<file path="config.mk">
export PLATFORM = sky130hd
export DESIGN_NAME = retention_reg
export DESIGN_NICKNAME = d
export VERILOG_FILES = /design/src/rtl/retreg_pkg.sv /design/src/rtl/retreg_sampler.sv /design/src/rtl/retreg_store.sv /design/src/rtl/retreg_monitor.sv /design/src/rtl/retention_reg.sv
export SDC_FILE = /design/constraint.sdc
export NUM_CORES = 1
export LEC_CHECK = 0
export ABC_AREA = 1
export BUFFER_PORTS_ARGS = -buffer_cell sky130_fd_sc_hd__buf_2
export CORE_MARGIN = 2
export CORE_UTILIZATION = 55
export CTS_CLUSTER_SIZE = 16
export DETAILED_ROUTE_END_ITERATION = 16
export GPL_TIMING_DRIVEN = 0
export HOLD_SLACK_MARGIN = 0.02
export PLACE_DENSITY = 0.78
export RECOVER_POWER = 50
export SLEW_MARGIN = 30
export SYNTH_ARGS = -nofsm -noshare
export SYNTH_HDL_FRONTEND = slang
export SYNTH_SLANG_ARGS = --single-unit
</file>
<file path="constraint.sdc">
create_clock -name clk -period 1.6 [get_ports clk]
set_clock_uncertainty 0.1 [all_clocks]
set_input_delay 0.16 -clock clk [delete_from_list [all_inputs] [get_ports clk]]
set_output_delay 0.16 -clock clk [all_outputs]
set_load 0.1 [all_outputs]
</file>
<file path="src/rtl/retreg_pkg.sv">
package retreg_pkg;

    // one bit per monitored sequence error
    typedef struct packed {
        logic save;
        logic restore;
        logic lost;
    } viol_t;

    // previous samples of the slow control inputs
    typedef struct packed {
        logic rclk;
        logic keep;
        logic prim;
    } smp_t;

endpackage

</file>
<file path="src/rtl/retreg_sampler.sv">
module retreg_sampler
    import retreg_pkg::*;
(
    input  logic clk,
    input  logic rst_n,
    input  logic rclk_i,
    input  logic keep_i,
    input  logic prim_i,
    output logic rclk_rise_o,
    output logic keep_fall_o,
    output logic prim_fall_o,
    output logic keep_prev_o
);

    smp_t smp_d, smp_q;

    always_comb begin
        smp_d      = smp_q;
        smp_d.rclk = rclk_i;
        smp_d.keep = keep_i;
        smp_d.prim = prim_i;
    end

    always_ff @(posedge clk) begin
        if (!rst_n) smp_q <= '0;
        else        smp_q <= smp_d;
    end

    assign rclk_rise_o = rclk_i & ~smp_q.rclk;
    assign keep_fall_o = ~keep_i & smp_q.keep;
    assign prim_fall_o = ~prim_i & smp_q.prim;
    assign keep_prev_o = smp_q.keep;

endmodule

</file>
<file path="src/rtl/retreg_store.sv">
module retreg_store #(
    parameter int WIDTH = 4
) (
    input  logic             clk,
    input  logic             rst_n,
    input  logic [WIDTH-1:0] din_i,
    input  logic             rclk_i,
    input  logic             rclk_rise_i,
    input  logic             keep_i,
    input  logic             keep_fall_i,
    input  logic             prim_i,
    input  logic             bkup_i,
    output logic [WIDTH-1:0] main_o,
    output logic             main_ok_o
);

    typedef struct packed {
        logic [WIDTH-1:0] main;
        logic [WIDTH-1:0] shadow;
        logic             main_ok;
        logic             sh_ok;
    } st_t;

    st_t st_d, st_q;

    always_comb begin
        st_d = st_q;
        // primary domain
        if (!prim_i) begin
            st_d.main_ok = 1'b0;
        end else if (keep_fall_i) begin
            st_d.main    = st_q.shadow;
            st_d.main_ok = st_q.sh_ok & ~rclk_i;
        end else if (keep_i && rclk_rise_i) begin
            st_d.main    = din_i;
            st_d.main_ok = 1'b1;
        end
        // always-on domain: follows the next main value while saving
        if (!bkup_i) begin
            st_d.sh_ok = 1'b0;
        end else if (keep_i && prim_i && st_d.main_ok) begin
            st_d.shadow = st_d.main;
            st_d.sh_ok  = 1'b1;
        end
    end

    always_ff @(posedge clk) begin
        if (!rst_n) st_q <= '0;
        else        st_q <= st_d;
    end

    assign main_o    = st_q.main;
    assign main_ok_o = st_q.main_ok;

    // a sampled capture edge lands the data word
    a_r1_capture: assert property (@(posedge clk) disable iff (!rst_n)
        (prim_i && keep_i && rclk_rise_i) |=> (main_ok_o && main_o == $past(din_i)));

    // with control low and no restore edge, the stored word stays put
    a_r2_hold: assert property (@(posedge clk) disable iff (!rst_n)
        (prim_i && !keep_i && !keep_fall_i) |=> ($stable(main_o) && $stable(main_ok_o)));

    // restore with register clock high never yields a valid word
    a_r4_bad_restore: assert property (@(posedge clk) disable iff (!rst_n)
        (keep_fall_i && rclk_i) |=> !main_ok_o);

    // backup loss discards the retained copy
    a_r7_backup_gone: assert property (@(posedge clk) disable iff (!rst_n)
        (!bkup_i) |=> !st_q.sh_ok);

    // primary off always leaves the main copy invalid
    a_r8_no_value_unpowered: assert property (@(posedge clk) disable iff (!rst_n)
        (!prim_i) |=> !main_ok_o);

endmodule

</file>
<file path="src/rtl/retreg_monitor.sv">
module retreg_monitor
    import retreg_pkg::*;
#(
    parameter int CNT_W = 16
) (
    input  logic             clk,
    input  logic             rst_n,
    input  viol_t            evt_i,
    input  logic             clr_i,
    output viol_t            flags_o,
    output logic [CNT_W-1:0] stamp_o
);

    typedef struct packed {
        viol_t            flags;
        logic [CNT_W-1:0] cnt;
        logic [CNT_W-1:0] stamp;
    } mon_t;

    mon_t m_d, m_q;
    logic armed;

    always_comb begin
        m_d       = m_q;
        armed     = (m_q.flags == '0) || clr_i;
        m_d.cnt   = m_q.cnt + 1'b1;
        m_d.flags = (clr_i ? viol_t'('0) : m_q.flags) | evt_i;
        if (armed && (evt_i != '0))
            m_d.stamp = m_q.cnt;
    end

    always_ff @(posedge clk) begin
        if (!rst_n) m_q <= '0;
        else        m_q <= m_d;
    end

    assign flags_o = m_q.flags;
    assign stamp_o = m_q.stamp;

    // flags stay set without a clear
    a_r9_sticky_save: assert property (@(posedge clk) disable iff (!rst_n)
        (flags_o.save && !clr_i) |=> flags_o.save);
    a_r9_sticky_restore: assert property (@(posedge clk) disable iff (!rst_n)
        (flags_o.restore && !clr_i) |=> flags_o.restore);
    a_r9_clear: assert property (@(posedge clk) disable iff (!rst_n)
        (clr_i && evt_i == '0) |=> (flags_o == '0));

    // the stamp is frozen once an error is recorded
    a_r10_stamp_hold: assert property (@(posedge clk) disable iff (!rst_n)
        (flags_o != '0 && !clr_i) |=> $stable(stamp_o));

endmodule

</file>
<file path="src/rtl/retention_reg.sv">
module retention_reg
    import retreg_pkg::*;
#(
    parameter int WIDTH = 4,
    parameter int CNT_W = 16
) (
    input  logic             clk,
    input  logic             rst_n,
    input  logic             rclk_i,
    input  logic [WIDTH-1:0] din_i,
    input  logic             keep_i,
    input  logic             prim_ok_i,
    input  logic             bkup_ok_i,
    input  logic             gnd_ok_i,
    input  logic             clr_i,
    output logic [WIDTH-1:0] dout_o,
    output logic             dout_valid_o,
    output logic             err_save_o,
    output logic             err_restore_o,
    output logic             err_lost_o,
    output logic [CNT_W-1:0] stamp_o
);

    logic             rclk_rise, keep_fall_raw, keep_fall, prim_fall, keep_prev;
    logic [WIDTH-1:0] main_w;
    logic             main_ok;
    viol_t            evt, flags;

    retreg_sampler u_smp (
        .clk         (clk),
        .rst_n       (rst_n),
        .rclk_i      (rclk_i),
        .keep_i      (keep_i),
        .prim_i      (prim_ok_i),
        .rclk_rise_o (rclk_rise),
        .keep_fall_o (keep_fall_raw),
        .prim_fall_o (prim_fall),
        .keep_prev_o (keep_prev)
    );

    // the control input lives on the backup domain
    assign keep_fall = keep_fall_raw & bkup_ok_i;

    retreg_store #(.WIDTH(WIDTH)) u_store (
        .clk         (clk),
        .rst_n       (rst_n),
        .din_i       (din_i),
        .rclk_i      (rclk_i),
        .rclk_rise_i (rclk_rise),
        .keep_i      (keep_i),
        .keep_fall_i (keep_fall),
        .prim_i      (prim_ok_i),
        .bkup_i      (bkup_ok_i),
        .main_o      (main_w),
        .main_ok_o   (main_ok)
    );

    always_comb begin
        evt         = '0;
        evt.save    = prim_fall & keep_prev;
        evt.restore = keep_fall & rclk_i;
        evt.lost    = ~bkup_ok_i & ~prim_ok_i;
    end

    retreg_monitor #(.CNT_W(CNT_W)) u_mon (
        .clk     (clk),
        .rst_n   (rst_n),
        .evt_i   (evt),
        .clr_i   (clr_i),
        .flags_o (flags),
        .stamp_o (stamp_o)
    );

    assign dout_valid_o  = prim_ok_i & bkup_ok_i & gnd_ok_i & main_ok;
    assign dout_o        = dout_valid_o ? main_w : {WIDTH{1'bx}};
    assign err_save_o    = flags.save;
    assign err_restore_o = flags.restore;
    assign err_lost_o    = flags.lost;

    // an unsafe power-down is recorded at the next edge
    a_r6_save_flag: assert property (@(posedge clk) disable iff (!rst_n)
        (prim_fall && keep_prev) |=> err_save_o);

    // backup loss during power-down is recorded at the next edge
    a_r7_lost_flag: assert property (@(posedge clk) disable iff (!rst_n)
        (!bkup_ok_i && !prim_ok_i) |=> err_lost_o);

endmodule

</file>
==> flow_summary.yaml, run 1 <==
sta:
  slew-limit-headroom_pct: 66.2
  fin_crit_ns: 1.52
  post-route-period-util_pct: 95.0
  hold_viol: 0
  rsz0062_at_grt: "true"
  setup_slack_ns: 0.0808
  hold_ws_ns: 0.0444
  max_freq_ghz: 0.658
  worstMarginPinSlew_ns: 0.508
  slew_violations: 0
  final-setup-viol-count: 0
setup_path:
  end_kind: "register"
  max_stage_delay_ns: 0.53
  crit_path_top_delay_cell: "dlygate4sd3_1"
  path_buf_inv: 3
  r2r_slack_ns: 0.09
  cpMostUsedCell: "nand2_1"
  cp_top_family: "buffers and inverters"
  critPathArrivalTime_ns: 1.66
  critical_path_class: "input pin to register"
  crit_fanout: 8
  path_cells: "dlygate4sd3_1 -> buf_2 -> inv_1 -> nand2_1 -> a21oi_2 -> nand4_2 -> nand2_1 -> nand2_1 -> nor2_1"
  cp-start-kind: "input pin"
  crit_required_ns: 1.74
floorplanning:
  die_h_um: 66.9
  die_w_um: 66.9
  coreArea_um2: 3740
  initial_core_util_pct: 58.1
  rows: 22
  io_pins: 36
  fp.dieArea_um2: 4470
global_route:
  grt_pass1_vias: 1617
  grt_pass1_wl_um: 6710
  grt_util_met1_pct: 22.4
  grtUsageMet3_pct: 4.90
  grt_use_total_pct: 19.9
  globalRoute.totalOverflow: 0
  antenna_found_initial: 0
  grt-busiest-layer: "met2"
  grt_start_max_net_pins: 14
  use_met2_pct: 35.0
min_path:
  hp-class: "input pin to register"
synth:
  synth_cell_types: 30
  synth_top_area_share_pct: 44.2
  syn_avg_cell_area_um2: 7.27
  ys_ff_latch: 48
  synthFlopType: "dfxtp_1"
  ys_warn_count: 0
  synth_top_cell_by_area: "dfxtp_1"
  syn_area_um2: 2170
  synth-edff-count: 0
  async_flop_share_pct: 0
  syn_nets: 312
  ys_seq_area_share_pct: 44.2
  synth.area.top_cells: "dfxtp_1 44%, nand2_1 10%, nor2_1 10%, buf_4 6.9%, o21ai_0 5.3%"
  syn_inst: 299
place:
  dp_slack_ns: -0.0243
  hpwl_um: 2970
  portBuffers: 35
  gp_congestion: 0.840
  placed_area_um2: 2420
power_and_ir_drop:
  power_density_nw_per_um2: 998
  combinationalPowerShare_pct: 21.4
  peakVddDrop_uv: 599
  intPower_w: 0.00174
  p_switching_w: 0.000806
  switching_share_pct: 31.7
  seq_power_share_pct: 49.9
  clkPwrFrac_pct: 28.6
  p_leak_nw: 1.21
cts:
  h-tree-depth: 2
  cts_tree: "built"
  cts_root_buffer: "clkbuf_8"
  clock-sinks: 48
  cts_buffer_depth: 2
  path_clk_slew_ns: 0.08
  clkLatencyLatePin_ns: 0.30
  post-cts-setup-buffers: 0
  numCtsBuffers: 5
drt:
  wl_um: 3930
  first_pass_iters: 4
  avgViaCountPerCell: 4.78
  ant_nets: 0
  vias: 1875
  drt-initial-drc-count: 76
  drcViolationCount: 0
  routedWlPerCell_um: 10.0
finish:
  layout-drive-gt1-share_pct: 25.0
  area_delta_synth_final_pct: 17.1
  n_antenna_cell: 0
  fin_util_pct: 68.0
  finalNetCount: 356
  final_area_um2: 2550
outcome:
  status: "finished clean"
run:
  drv_cap: 0
## cells in the mapped netlist (2+ instances only)
master and instances:
a21oi_1 16, a31oi_1 2, buf_4 20, clkbuf_1 3
dfxtp_1 48, inv_1 28, inv_2 2, nand2_1 59
nand2_2 3, nand3_1 9, nand3_2 3, nand4_1 3
nor2_1 59, nor2_2 2, nor3_2 2, o21ai_0 23
o21ai_1 4
## cell families (layout without fill, tap and decap cells)
logic type               after synthesis  count (layout)  share of synthesized area, %
adder cells (fa/ha/maj)                1               1                         0.575
flip-flops                            48              48                          44.2
AO/OA/AOI/OAI                         46              46                          10.8
buffers and inverters                 57             102                          14.6
AND/OR/NAND/NOR                      147             147                          29.8
## sequential cells by signal (all words and copies together) (netlist names)
register and cells:
u_store.main_o 4, u_store.st_q 5, u_mon.stamp_o 16, u_mon.flags_o 3
u_smp.smp_q 2, u_store.main_ok_o 1, u_mon.m_q 16, u_smp.keep_prev_o 1
## area by class of cell
type	count	area (um2)
timing repair buffer	37	194
sequential	48	967
tap	48	60.1
buffer	26	196
clock buffer	8	90.1
multi-input combinational	194	918
inverter	31	121
fill	354	1200
## power by group through the flow
stage	Combinational [W]	Clock, W	Sequential (W)
final	0.000546	0.000728	0.00127
after floorplan	0.000451	0	0.00131
after global routing	0.000589	0.000789	0.00128
after CTS	0.000548	0.000739	0.00127
after global placement	0.000538	0	0.00130
after detailed placement	0.000544	0	0.00130
## layer usage
metal	wire length, um	vias to the layer above
met1	1770	823
met5	0	-
met4	90	0
li1	-	1010
met3	148	8
met2	1920	34
## placed cells by master, fill, tap and decap left out, types with 6 or more instances in the layout
cell      Yosys  layout
nand2_1      59      58
nor2_1       59      57
dfxtp_1      48      45
buf_2         0      34
inv_1        28      28
o21ai_0      23      23
buf_4        20      20
a21oi_1      16      15
nand3_1       9       9
clkbuf_1      3       6
clkbuf_8      0       6
## path summary, 6_finish.rpt
check	from	endpoint	depth (start not counted)
setup / recovery	rclk_i	u_store.st_q[4]	9
hold / removal	bkup_ok_i	u_store.st_q[0]	3
setup reg to reg	u_mon.m_q[16]	u_mon.m_q[26]	8
hold reg to reg	u_mon.m_q[16]	u_mon.m_q[16]	1
## worst min-delay path, stage by stage
cell and delay, ns:
buf_2 0.14, nand2_1 0.07, nor2_1 0.03
## timing repair
item                                    4_1_cts  5_1_grt
hold endpoints to repair                      2        0
endpoints found under the setup margin        1        6
hold buffers                                  2        0
pin swaps                                     0        1
resized for setup                             3        3
## per-stage QoR
step           power (W)  setup TNS [ns]  cells
6_report         0.00254               0    392
5_1_grt          0.00265         -0.0825    392
4_1_cts          0.00256               0    392
3_5_place_dp     0.00184         -0.0243    382
3_3_place_gp     0.00183               0    382
2_1_floorplan    0.00176               0    299
Note: power is estimated with default switching activity, not from simulation.
==> inputs of run 2 (changes only) <==
--- a/config.mk
+++ b/config.mk
@@ -8,14 +8,15 @@
 export ABC_AREA = 1
 export BUFFER_PORTS_ARGS = -buffer_cell sky130_fd_sc_hd__buf_2
 export CORE_MARGIN = 2
-export CORE_UTILIZATION = 55
+export CORE_UTILIZATION = 56
 export CTS_CLUSTER_SIZE = 16
 export DETAILED_ROUTE_END_ITERATION = 16
 export GPL_TIMING_DRIVEN = 0
 export HOLD_SLACK_MARGIN = 0.02
-export PLACE_DENSITY = 0.78
+export PLACE_DENSITY = 0.79
 export RECOVER_POWER = 50
 export SLEW_MARGIN = 30
 export SYNTH_ARGS = -nofsm -noshare
 export SYNTH_HDL_FRONTEND = slang
+export SYNTH_HIERARCHICAL = 1
 export SYNTH_SLANG_ARGS = --single-unit
==> run 2 against run 1 <==
Effect of this change:
- maximum frequency shrank 1.9%
- cell area grew 8.0%
- synthesized cell count grew 8.0%
- non-clock buffer count grew 10
- first-iteration DRC count shrank 17%
- largest power group unchanged
- sequential share of layout area shrank 3.0 points
- setup slack lost 0.030 ns
- critical path depth grew 1
- critical path type is now register to register
==> flow_summary.yaml, run 2 <==
outcome:
  status: "finished clean"
setup_path:
  critical_path_class: "register to register"
  end_kind: "register"
  critPathArrivalTime_ns: 1.65
  crit_required_ns: 1.70
  worstReg2RegEnd: "u_mon/stamp_o[5]"
  crit_fanout: 10
  worstReg2RegStart: "u_smp/keep_prev_o"
  r2r_slack_ns: 0.05
  cp-start-kind: "register"
  reg2reg_depth: 10
run:
  drv_cap: 0
synth:
  synthFlopType: "dfxtp_1"
  ys_ff_latch: 48
  syn_avg_cell_area_um2: 7.07
  syn_inst: 323
  syn_area_um2: 2280
  ys_warn_count: 6
  async_flop_share_pct: 0
  ys_seq_area_share_pct: 42.1
  synth_top_area_share_pct: 42.1
  synthMostInstantiatedCell: "nor2_1"
  synth_top_cell_by_area: "dfxtp_1"
  synth_cell_types: 30
  synth-edff-count: 0
  synth_common_cells: "73 x nor2_1, 58 x nand2_1, 48 x dfxtp_1"
  syn_nets: 336
  synth.area.top_cells: "dfxtp_1 42%, nor2_1 12%, nand2_1 9.5%, buf_4 8.2%, inv_1 6.2%"
cts:
  cts_tree: "built"
  path_clk_slew_ns: 0.09
  h-tree-depth: 2
  cts_buffer_depth: 2
  cts_root_buffer: "clkbuf_8"
  numCtsBuffers: 5
  clock-sinks: 48
  clkLatencyLatePin_ns: 0.30
drt:
  routedWlPerCell_um: 9.72
  drcViolationCount: 0
  first_pass_iters: 4
  wl_um: 4120
  vias: 1926
  ant_nets: 0
  avgViaCountPerCell: 4.54
  drt-initial-drc-count: 63
global_route:
  globalRoute.totalOverflow: 0
  grt_use_total_pct: 19.1
  grt_start_max_net_pins: 15
  grt_pass1_vias: 1707
  antenna_found_initial: 0
  grt_pass1_wl_um: 6620
floorplanning:
  die_h_um: 67.9
  fp.dieArea_um2: 4600
  initial_core_util_pct: 57.5
  coreArea_um2: 3970
  io_pins: 36
  die_w_um: 67.9
  rows: 23
place:
  portBuffers: 35
  gp_congestion: 0.783
  hpwl_um: 2930
  placed_area_um2: 2520
sta:
  max_freq_ghz: 0.645
  slew_violations: 0
  worstMarginPinSlew_ns: 0.487
  hold_ws_ns: 0.0575
  fin_crit_ns: 1.55
  hold_viol: 0
  final-setup-viol-count: 0
  slew-limit-headroom_pct: 67.7
  post-route-period-util_pct: 96.8
finish:
  n_antenna_cell: 0
  final_cell_mix: "71 x nor2_1, 58 x nand2_1, 47 x dfxtp_1"
  final_common_cell: "nor2_1"
  layout-drive-gt1-share_pct: 27.5
  final_area_um2: 2750
  finalNetCount: 386
  area_delta_synth_final_pct: 20.5
min_path:
  hp-class: "input pin to register"
  worstHoldStart: "keep_i"
  hold_depth: 3
  holdPathEnd: "u_smp/keep_prev_o"
power_and_ir_drop:
  switching_share_pct: 30.5
  seq_power_share_pct: 47.5
  intPower_w: 0.00187
  combinationalPowerShare_pct: 21.3
  peakVddDrop_uv: 696
  power_density_nw_per_um2: 975
  clkPwrFrac_pct: 31.3
  p_leak_nw: 1.36
  p_switching_w: 0.000817
## run 2: layer usage
metal | track usage [%] | vias to the layer above | wire length [um]
li1 | - | 1057 | -
met1 | 20.1 | 833 | 1830
met2 | 35.0 | 30 | 2090
met4 | 8.50 | 0 | 67
met5 | 0 | - | 0
met3 | 5.59 | 6 | 135
## run 2: critical path, cell delays in order (launching register included)
cell,delay [ns]
dfxtp_2,0.34
inv_2,0.04
nor2_2,0.10
nand2_1,0.10
nor2_2,0.09
inv_1,0.05
nand3_1,0.11
nand2_4,0.10
buf_4,0.18
o21ai_0,0.18
nor2_1,0.05
## run 2: worst max-delay path by stage
stage,startpoint,to,slack [ns],cells past startpoint
after floorplan,u_store/main_ok_o,dout_valid_o,0.20,2
final,u_smp/keep_prev_o,u_mon/stamp_o[5],0.05,10
after global placement,u_smp/keep_prev_o,u_store/st_q[2],0.06,10
after CTS,u_smp/keep_prev_o,u_store/st_q[3],0.01,10
after detailed placement,u_smp/keep_prev_o,u_store/st_q[3],0.007,10
after global routing,u_smp/keep_prev_o,u_store/st_q[2],-0.02,11
## run 2: cell families after synthesis
family | count (synthesis) | synth area share, %
simple gates | 156 | 29.5
buf+inv | 74 | 16.9
flops | 48 | 42.1
compound gates | 42 | 10.2
xor+xnor | 2 | 0.767
fa+ha+maj | 1 | 0.548
## run 2: area by class of cell
cell class	count	area (um2)
plain buffers	30	224
clock buffers	6	72.6
clock inverters	2	35.0
fillers	343	1220
inverters	44	170
multi-input cells	201	963
flip-flops and latches	48	962
well taps	50	62.6
repair buffers	43	262
## run 2: per-stage QoR
stage / TNS, ns / cells / total power [W] / worst slack (ns) / util (%)
4_1_cts: 0 / 422 / 0.00270 / 0.00993 / 67.8
2_1_floorplan: 0 / 323 / 0.00176 / 0.195 / -
6_report: 0 / 424 / 0.00268 / 0.0507 / 69.3
3_5_place_dp: 0 / 408 / 0.00185 / 0.00726 / 63.5
3_3_place_gp: 0 / 408 / 0.00184 / 0.0595 / 63.5
5_1_grt: -0.0695 / 424 / 0.00281 / -0.0219 / 69.3
## run 2: power groups by stage
| stage | logic, W | registers (W) | clock network, W |
|---|---|---|---|
| 5_1_grt | 0.000610 | 0.00128 | 0.000917 |
| 3_3_place_gp | 0.000540 | 0.00130 | 0 |
| 2_1_floorplan | 0.000467 | 0.00130 | 0 |
| 3_5_place_dp | 0.000545 | 0.00130 | 0 |
| 4_1_cts | 0.000557 | 0.00127 | 0.000871 |
| 6_report | 0.000571 | 0.00127 | 0.000839 |
## run 2: repair_timing
action | CTS | global route
hold buffers | 6 | 0
endpoints found under the hold margin | 4 | 0
resized for setup | 0 | 21
setup buffers | 0 | 2
setup endpoints to repair | 1 | 18
pin swaps | 1 | 11
cloned | 0 | 0
